File: src/rtl/rir_pkg.sv
package rir_pkg;

    typedef enum logic [1:0] {
        SEL_MASK = 2'd0,
        SEL_REQ  = 2'd1,
        SEL_CTRL = 2'd2,
        SEL_NONE = 2'd3
    } rir_sel_e;

    localparam int RIR_NSRC    = 13;
    localparam int RIR_RX_IDX  = 5;
    localparam int RIR_TX_IDX  = 6;
    localparam int RIR_DMA_POS = 7;
    localparam int RIR_DW      = 16;

endpackage

File: src/rtl/rir_req_bank.sv
module rir_req_bank #(
    parameter int NSRC   = 13,
    parameter int RX_IDX = 5,
    parameter int TX_IDX = 6
) (
    input  logic            clk,
    input  logic            rst_n,
    input  logic [NSRC-1:0] set_i,
    input  logic [NSRC-1:0] w1c_i,
    input  logic            rx_pop_i,
    input  logic            tx_push_i,
    output logic [NSRC-1:0] req_o
);

    typedef struct packed {
        logic [NSRC-1:0] req;
    } bank_t;

    bank_t           st_d, st_q;
    logic [NSRC-1:0] clr_vec;

    always_comb begin
        clr_vec = w1c_i;
        clr_vec[RX_IDX] = clr_vec[RX_IDX] | rx_pop_i;
        clr_vec[TX_IDX] = clr_vec[TX_IDX] | tx_push_i;
        st_d     = st_q;
        // set is applied after clear so that it wins on a collision
        st_d.req = (st_q.req & ~clr_vec) | set_i;
    end

    always_ff @(posedge clk) begin
        if (!rst_n) st_q <= '0;
        else        st_q <= st_d;
    end

    assign req_o = st_q.req;

    // a set pulse always leaves its bit set
    a_r5_set_wins: assert property (@(posedge clk) disable iff (!rst_n)
        (set_i != '0) |=> ((st_q.req & $past(set_i)) == $past(set_i)));

    // a bit only drops when a clear reached it
    a_r2_hold: assert property (@(posedge clk) disable iff (!rst_n)
        (st_q.req != '0) |=> ((~st_q.req & $past(st_q.req) & ~$past(clr_vec)) == '0));

endmodule

File: src/rtl/rir_route.sv
module rir_route #(
    parameter int NSRC   = 13,
    parameter int RX_IDX = 5,
    parameter int TX_IDX = 6
) (
    input  logic            clk,
    input  logic            rst_n,
    input  logic [NSRC-1:0] req_i,
    input  logic [NSRC-1:0] mask_i,
    input  logic            dma_en_i,
    output logic            irq_o,
    output logic            dma_rx_o,
    output logic            dma_tx_o
);

    typedef struct packed {
        logic irq;
        logic rx;
        logic tx;
    } out_t;

    out_t            o_d, o_q;
    logic [NSRC-1:0] fifo_bits;
    logic [NSRC-1:0] eff_mask;

    always_comb begin
        fifo_bits         = '0;
        fifo_bits[RX_IDX] = 1'b1;
        fifo_bits[TX_IDX] = 1'b1;
        eff_mask = mask_i | (dma_en_i ? fifo_bits : '0);
        o_d.irq  = |(req_i & ~eff_mask);
        o_d.rx   = dma_en_i & req_i[RX_IDX];
        o_d.tx   = dma_en_i & req_i[TX_IDX];
    end

    always_ff @(posedge clk) begin
        if (!rst_n) o_q <= '0;
        else        o_q <= o_d;
    end

    assign irq_o    = o_q.irq;
    assign dma_rx_o = o_q.rx;
    assign dma_tx_o = o_q.tx;

    // DMA lines stay low while DMA mode was off
    a_r8_dma_off_low: assert property (@(posedge clk) disable iff (!rst_n)
        !dma_en_i |=> (!dma_rx_o && !dma_tx_o));

    // no pending request means no interrupt one edge later
    a_r7_idle_quiet: assert property (@(posedge clk) disable iff (!rst_n)
        (req_i == '0) |=> !irq_o);

    // in DMA mode, FIFO requests alone never raise the interrupt
    a_r7_dma_hides_fifo: assert property (@(posedge clk) disable iff (!rst_n)
        (dma_en_i && ((req_i & ~mask_i & ~fifo_bits) == '0)) |=> !irq_o);

endmodule

File: src/rtl/rir_irq_dma_router.sv
module rir_irq_dma_router
    import rir_pkg::*;
#(
    parameter int NSRC    = RIR_NSRC,
    parameter int DW      = RIR_DW,
    parameter int RX_IDX  = RIR_RX_IDX,
    parameter int TX_IDX  = RIR_TX_IDX,
    parameter int DMA_POS = RIR_DMA_POS
) (
    input  logic            clk,
    input  logic            rst_n,
    input  logic [NSRC-1:0] evt_set_i,
    input  logic            rx_pop_i,
    input  logic            tx_push_i,
    input  logic            wr_en_i,
    input  logic [1:0]      wr_sel_i,
    input  logic [DW-1:0]   wr_data_i,
    input  logic [1:0]      rd_sel_i,
    output logic [DW-1:0]   rd_data_o,
    output logic            irq_o,
    output logic            dma_rx_req_o,
    output logic            dma_tx_req_o
);

    localparam int PAD = DW - NSRC;

    typedef struct packed {
        logic [NSRC-1:0] mask;
        logic            dma_en;
    } cfg_t;

    cfg_t            cfg_d, cfg_q;
    logic [NSRC-1:0] w1c;
    logic [NSRC-1:0] req;
    rir_sel_e        wsel, rsel;
    logic            unused_hi;

    assign wsel      = rir_sel_e'(wr_sel_i);
    assign rsel      = rir_sel_e'(rd_sel_i);
    assign unused_hi = ^wr_data_i[DW-1:NSRC];

    always_comb begin
        cfg_d = cfg_q;
        w1c   = '0;
        if (wr_en_i) begin
            case (wsel)
                SEL_MASK: cfg_d.mask   = wr_data_i[NSRC-1:0];
                SEL_REQ:  w1c          = wr_data_i[NSRC-1:0];
                SEL_CTRL: cfg_d.dma_en = wr_data_i[DMA_POS];
                default:  ;
            endcase
        end
    end

    always_ff @(posedge clk) begin
        if (!rst_n) cfg_q <= '0;
        else        cfg_q <= cfg_d;
    end

    always_comb begin
        rd_data_o = '0;
        case (rsel)
            SEL_MASK: rd_data_o = {{PAD{1'b0}}, cfg_q.mask};
            SEL_REQ:  rd_data_o = {{PAD{1'b0}}, req};
            SEL_CTRL: rd_data_o[DMA_POS] = cfg_q.dma_en;
            default:  rd_data_o = '0;
        endcase
    end

    rir_req_bank #(.NSRC(NSRC), .RX_IDX(RX_IDX), .TX_IDX(TX_IDX)) u_bank (
        .clk       (clk),
        .rst_n     (rst_n),
        .set_i     (evt_set_i),
        .w1c_i     (w1c),
        .rx_pop_i  (rx_pop_i),
        .tx_push_i (tx_push_i),
        .req_o     (req)
    );

    rir_route #(.NSRC(NSRC), .RX_IDX(RX_IDX), .TX_IDX(TX_IDX)) u_route (
        .clk      (clk),
        .rst_n    (rst_n),
        .req_i    (req),
        .mask_i   (cfg_q.mask),
        .dma_en_i (cfg_q.dma_en),
        .irq_o    (irq_o),
        .dma_rx_o (dma_rx_req_o),
        .dma_tx_o (dma_tx_req_o)
    );

    // control writes touch only DMA mode, never the mask
    a_r9_ctrl_keeps_mask: assert property (@(posedge clk) disable iff (!rst_n)
        (wr_en_i && wsel == SEL_CTRL) |=> $stable(cfg_q.mask));

endmodule

File: config.mk
export PLATFORM = sky130hd
export DESIGN_NAME = rir_irq_dma_router
export DESIGN_NICKNAME = d
export VERILOG_FILES = /design/src/rtl/rir_pkg.sv /design/src/rtl/rir_req_bank.sv /design/src/rtl/rir_route.sv /design/src/rtl/rir_irq_dma_router.sv
export SDC_FILE = /design/constraint.sdc
export NUM_CORES = 1
export LEC_CHECK = 0
export ABC_AREA = 1
export BUFFER_PORTS_ARGS = -buffer_cell sky130_fd_sc_hd__buf_2
export CORE_MARGIN = 1.5
export CORE_UTILIZATION = 47
export DETAILED_ROUTE_END_ITERATION = 16
export PLACE_DENSITY = 0.82
export SLEW_MARGIN = 20
export SYNTH_ARGS = -nofsm -noshare
export SYNTH_HDL_FRONTEND = slang
export SYNTH_SLANG_ARGS = --single-unit
File: constraint.sdc
create_clock -name clk -period 1 [get_ports clk]
set_clock_uncertainty 0.1 [all_clocks]
set_input_delay 0.15 -clock clk [delete_from_list [all_inputs] [get_ports clk]]
set_output_delay 0.15 -clock clk [all_outputs]
set_load 0.01 [all_outputs]
-- After elaboration in Yosys (flattened, before gate mapping)
Index checks and enable logic that the tools add are counted.
- register bits after elaboration: 30
- bits of input ports: 38
- output and inout bits: 19
- word-level logic and storage cells: 31
- equal/unequal tests: 4
- multiplexer cells: 6
- bitwise gates (word level): 10
- reductions and logical operators: 5
- operators with widths (kind ; number):
    bitwise AND 13 bit ; 2
    2-to-1 mux 13 bit ; 2
    inverter 13 bit ; 2
    OR 13 bit ; 2
    one-hot mux 7 bit (2 select lines) ; 1
    OR reduction 13 bit ; 1
    one-hot mux 5 bit (2 select lines) ; 1
    2-to-1 mux 7 bit ; 1
    == test 2 x 1 -> 1 bit, second input constant ; 2
    == test 2 bit, second input constant ; 2
    zero test 2 bit ; 2
    AND reduction 2 bit ; 2
    one-hot mux 1 bit (3 select lines) ; 1
    bitwise AND 1 bit ; 2
    OR 1 bit ; 2

-- Longest topological paths before layout
- word-level depth: 7
- mapped depth: 7
- depth with buffers taken out: 7

-- Hierarchy
Synthesis repeated with hierarchy kept, for this count alone.
- cells, all modules: 264
- area total of the unflattened synthesis: 1655.3 sq um
- by module, submodules not included (module ; times used ; cells each ; area each (sq um) ; sequential area each (sq um)):
    rir_irq_dma_router ; 1 ; 159 ; 977.2 ; 280.3
    rir_req_bank ; 1 ; 56 ; 445.4 ; 260.2
    rir_route ; 1 ; 49 ; 232.7 ; 60.1

-- Least setup slack after synthesis
OpenSTA, ideal clock, no wires.
- path type: in2out
- start: input port rd_sel_i[0]
- end: output port rd_data_o[10]
- data arrival time: 755 ps
- data required time: 750 ps
- path slack: -5 ps
- stages on the path: 4
- path buffers: 1
- path through: nor2_1 -> inv_1 -> buf_2 -> o21ai_0
- longest elaborated chain between the ends: 2
- elaborated cells on any way between the ends: 3
- classes of those cells: eq/ne (1); mux (1); reduce/logical (1)
- RTL lines (item ; RTL line ; source):
    start: declaration ; rir_irq_dma_router.sv:18 ; input logic [1:0] rd_sel_i,
    == test 2 x 1 -> 1 bit or zero test 2 bit (tied branches) ; rir_irq_dma_router.sv:62 ; case (rsel)
    one-hot mux 5 bit (2 select lines) (*) ; rir_irq_dma_router.sv:62 ;
    end: declaration ; rir_irq_dma_router.sv:19 ; output logic [DW-1:0] rd_data_o,
Mark *: on every way between the ends. The rest lies on a longest branch, timed or not.

-- Worst setup path in the final report
- start: register u_bank.st_q, in the netlist u_bank.req_o[9]
- end: output port rd_data_o[9]
- longest elaborated chain between the ends: 1
- RTL lines (item ; RTL line ; source):
    start: declaration ; rir_req_bank.sv:19 ; bank_t st_d, st_q;
    start signal: assignment ; rir_req_bank.sv:33 ; else st_q <= st_d;
    one-hot mux 5 bit (2 select lines) ; rir_irq_dma_router.sv:62 ;
Every way passes these cells.

==> run_results.csv <==
group,metric,value,unit
status,status,"finished, violations left",
status,violations,"negative setup slack",
synth,yosysTopAreaCell,"dfxtp_1",
synth,ys_ff_latch,30,
cts,clk_latency,330,ps
detailed_routing,via_per_inst,5.076,
synth,synth_warnings,0,
cts,clock_sinks,30,
timing,rsz0062_at_grt,"true",
floorplan,rows,19,
timing,worst_slack,-248.8,ps
synth,seq_area_frac_synth,43.09,%
critical_path,cp_slowest_cell,"dfxtp_2",
synth,synth_area_leaders,"dfxtp_1, a21oi_1, nand2_1",
floorplan,core_region_area,2781,µm²
timing,clock.fmax,0.8008,GHz
critical_path,critPathBufInv,2,
critical_path,cp_max_fo,2,
floorplan,die_w,57.46,µm
final_layout,nets,321,
power_and_ir_drop,irDropWorstVdd,1.641,mV
cts,htreeDepth,2,
timing,hold_viol,0,
grt,grt_usage,26.60,%
critical_path,crit_arrival,1000,ps
synth,synthFlopType,"dfxtp_1",
floorplan,dieHeight,57.46,µm
detailed_routing,dr.pass1.iters,4,
detailed_routing,vias,1599,
critical_path,critPathRequiredTime,750,ps
timing,setup_violations,17,
timing,min_period_over_period,124.9,%
final_layout,final_area,2126,µm²
synth,postSynthCellCount,194,
final_layout,multiInputGateArea,646.9,µm²
critical_path,max_stage_delay,350,ps
floorplan,die-area,3301,µm²
detailed_routing,drt_iter0_drc,59,
grt,antenna_found_initial,0,
placement,io_buffers,50,
detailed_routing,wl_per_cell,12.73,µm
placement,place_area,1700,µm²
grt,grt_pass1_vias,1540,
placement,dp_hpwl,2578,µm
power_and_ir_drop,p_total,3.167,mW
timing,period_needed,1249,ps
run,cap_violations,0,
synth,synth_area,1394,µm²
placement,placed_cells,277,
floorplan,start_util,50.11,%
placement,place_congestion,0.8104,
final_layout,seq_area,631.9,µm²
synth,synth_most_common_cell,"nand2_1",
synth,synth_area_per_cell,7.185,µm²
worst_hold_path,hold_class,"in2reg",
cts,cts_tree,"done",
final_layout,final_cells,315,
critical_path,end_kind,"output pin",
grt,grt_pass1_wl,6713,µm
final_layout,fin_util,76.43,%
critical_path,crit_family,"flip-flops",
critical_path,path_cells,"inv_2, o21ai_2, buf_2",
critical_path,crit_type,"reg2out",
synth,post_synth_num_cell_types,21,
cts,cts_root_buf,"clkbuf_4",
grt,grt_max_degree,26,
cts,path_clk_slew,110,ps
cts,numCtsBuffers,5,
power_and_ir_drop,cellPowerDensity,1490,nW/µm²
final_layout,diodes,0,
detailed_routing,drc,0,
final_layout,nFillCells,203,
cts,ctsLongestPathBuffers,2,
final_layout,drive_gt1_share,48.24,%
power_and_ir_drop,leakagePower,1.001,nW
timing,drv_slew,0,
synth,synth_edf_count,0,
timing,timing.hold.ws,7.647,ps
critical_path,cp-start-kind,"flop",
grt,grt_overflow_total,0,
floorplan,boundaryPins,57,
detailed_routing,wl,4010,µm
synth,synth_top_cells_by_count,"nand2_1, dfxtp_1, a21oi_1, nor2_1, inv_1",
final_layout,area_delta_synth_final,52.51,%
synth,synthArstFlopShare,0,%
synth,yosysTopAreaCellShare,43.09,%
detailed_routing,ant_nets,0,
[layout make-up]
type	instances	area share, %
clock buffer	6	2.413
clock inverter	2	2.825
inverter	21	3.708
multi-input combinational	133	30.43
sequential	30	29.72
tap	31	1.825
timing repair buffer	92	29.08
[routing by layer]
layer,track usage [%],wire length (µm),vias up
met2,43.83,1969,65
met3,6.349,255,12
met4,10.63,106,0
met1,33.38,1679,715
met5,0,0,-
li1,-,-,807
[what timing repair did]
item	CTS	global route
cloned	0	0
resized for setup	45	11
setup buffers	13	1
hold buffers	16	0
endpoints found under the hold margin	16	0
endpoints found under the setup margin	17	17
pin swaps	11	4
[worst paths after layout]
check                                     start             to  slack (ps)  cells past startpoint
worst max register to register  u_bank.req_o[3]  u_route.irq_o        -130                      7
worst max-delay path            u_bank.req_o[9]   rd_data_o[9]        -250                      3
worst min register to register         cfg_q[5]       cfg_q[5]         360                      2
worst min-delay path               wr_data_i[8]       cfg_q[9]           8                      3
[worst min-delay path, stage by stage]
cell,delay [ps]
buf_2,90
o21ai_1,60
a21oi_1,100
[power by group]
part / leakage, nW / total [mW] / switching [mW] / internal (mW)
logic: 0.687 / 0.551 / 0.280 / 0.271
clock network: 0.0585 / 1.30 / 0.450 / 0.847
registers: 0.256 / 1.32 / 0.0418 / 1.28
[layout by cell type, fill, tap and decap left out]
master	Yosys	layout
a21oi_1	27	27
buf_12	0	1
buf_2	5	50
buf_4	4	25
bufinv_16	0	2
clkbuf_4	0	5
clkbuf_8	0	1
conb_1	1	3
dfxtp_1	30	5
dfxtp_2	0	25
dlygate4sd3_1	0	16
inv_1	21	5
inv_2	0	16
nand2_1	32	30
nand2_2	0	2
nand2_4	1	1
nand3_1	12	12
nand3_2	3	3
nor2_1	24	23
nor2_2	1	2
nor2_4	1	1
nor3_1	2	2
o211ai_1	1	1
o21ai_0	16	6
o21ai_1	7	16
o21ai_2	1	2
o22ai_1	2	1
o22ai_2	0	1
[state kept, by name, indices dropped and copies added, names as in the netlist]
register	cells
u_bank.req_o	13
u_route.dma_tx_o	1
cfg_q	14
u_route.irq_o	1
u_route.dma_rx_o	1
[kinds of logic after synthesis]
| kind of cell | count (synthesis) | synth area share [%] |
|---|---|---|
| other | 1 | 0.2690 |
| AO/OA/AOI/OAI | 54 | 20.02 |
| flip-flops | 30 | 43.09 |
| AND/OR/NAND/NOR | 76 | 24.33 |
| buffers and inverters | 33 | 12.30 |
[stage by stage]
step                      setup WS (ps)  TNS (ps)
after floorplan                  -5.274    -36.91
after global placement           -203.2     -3665
after detailed placement         -241.7     -4421
after CTS                        -240.4     -2970
after global routing             -295.4     -3808
final                            -248.8     -2897
No activity file was read; power rests on OpenSTA's default activity.
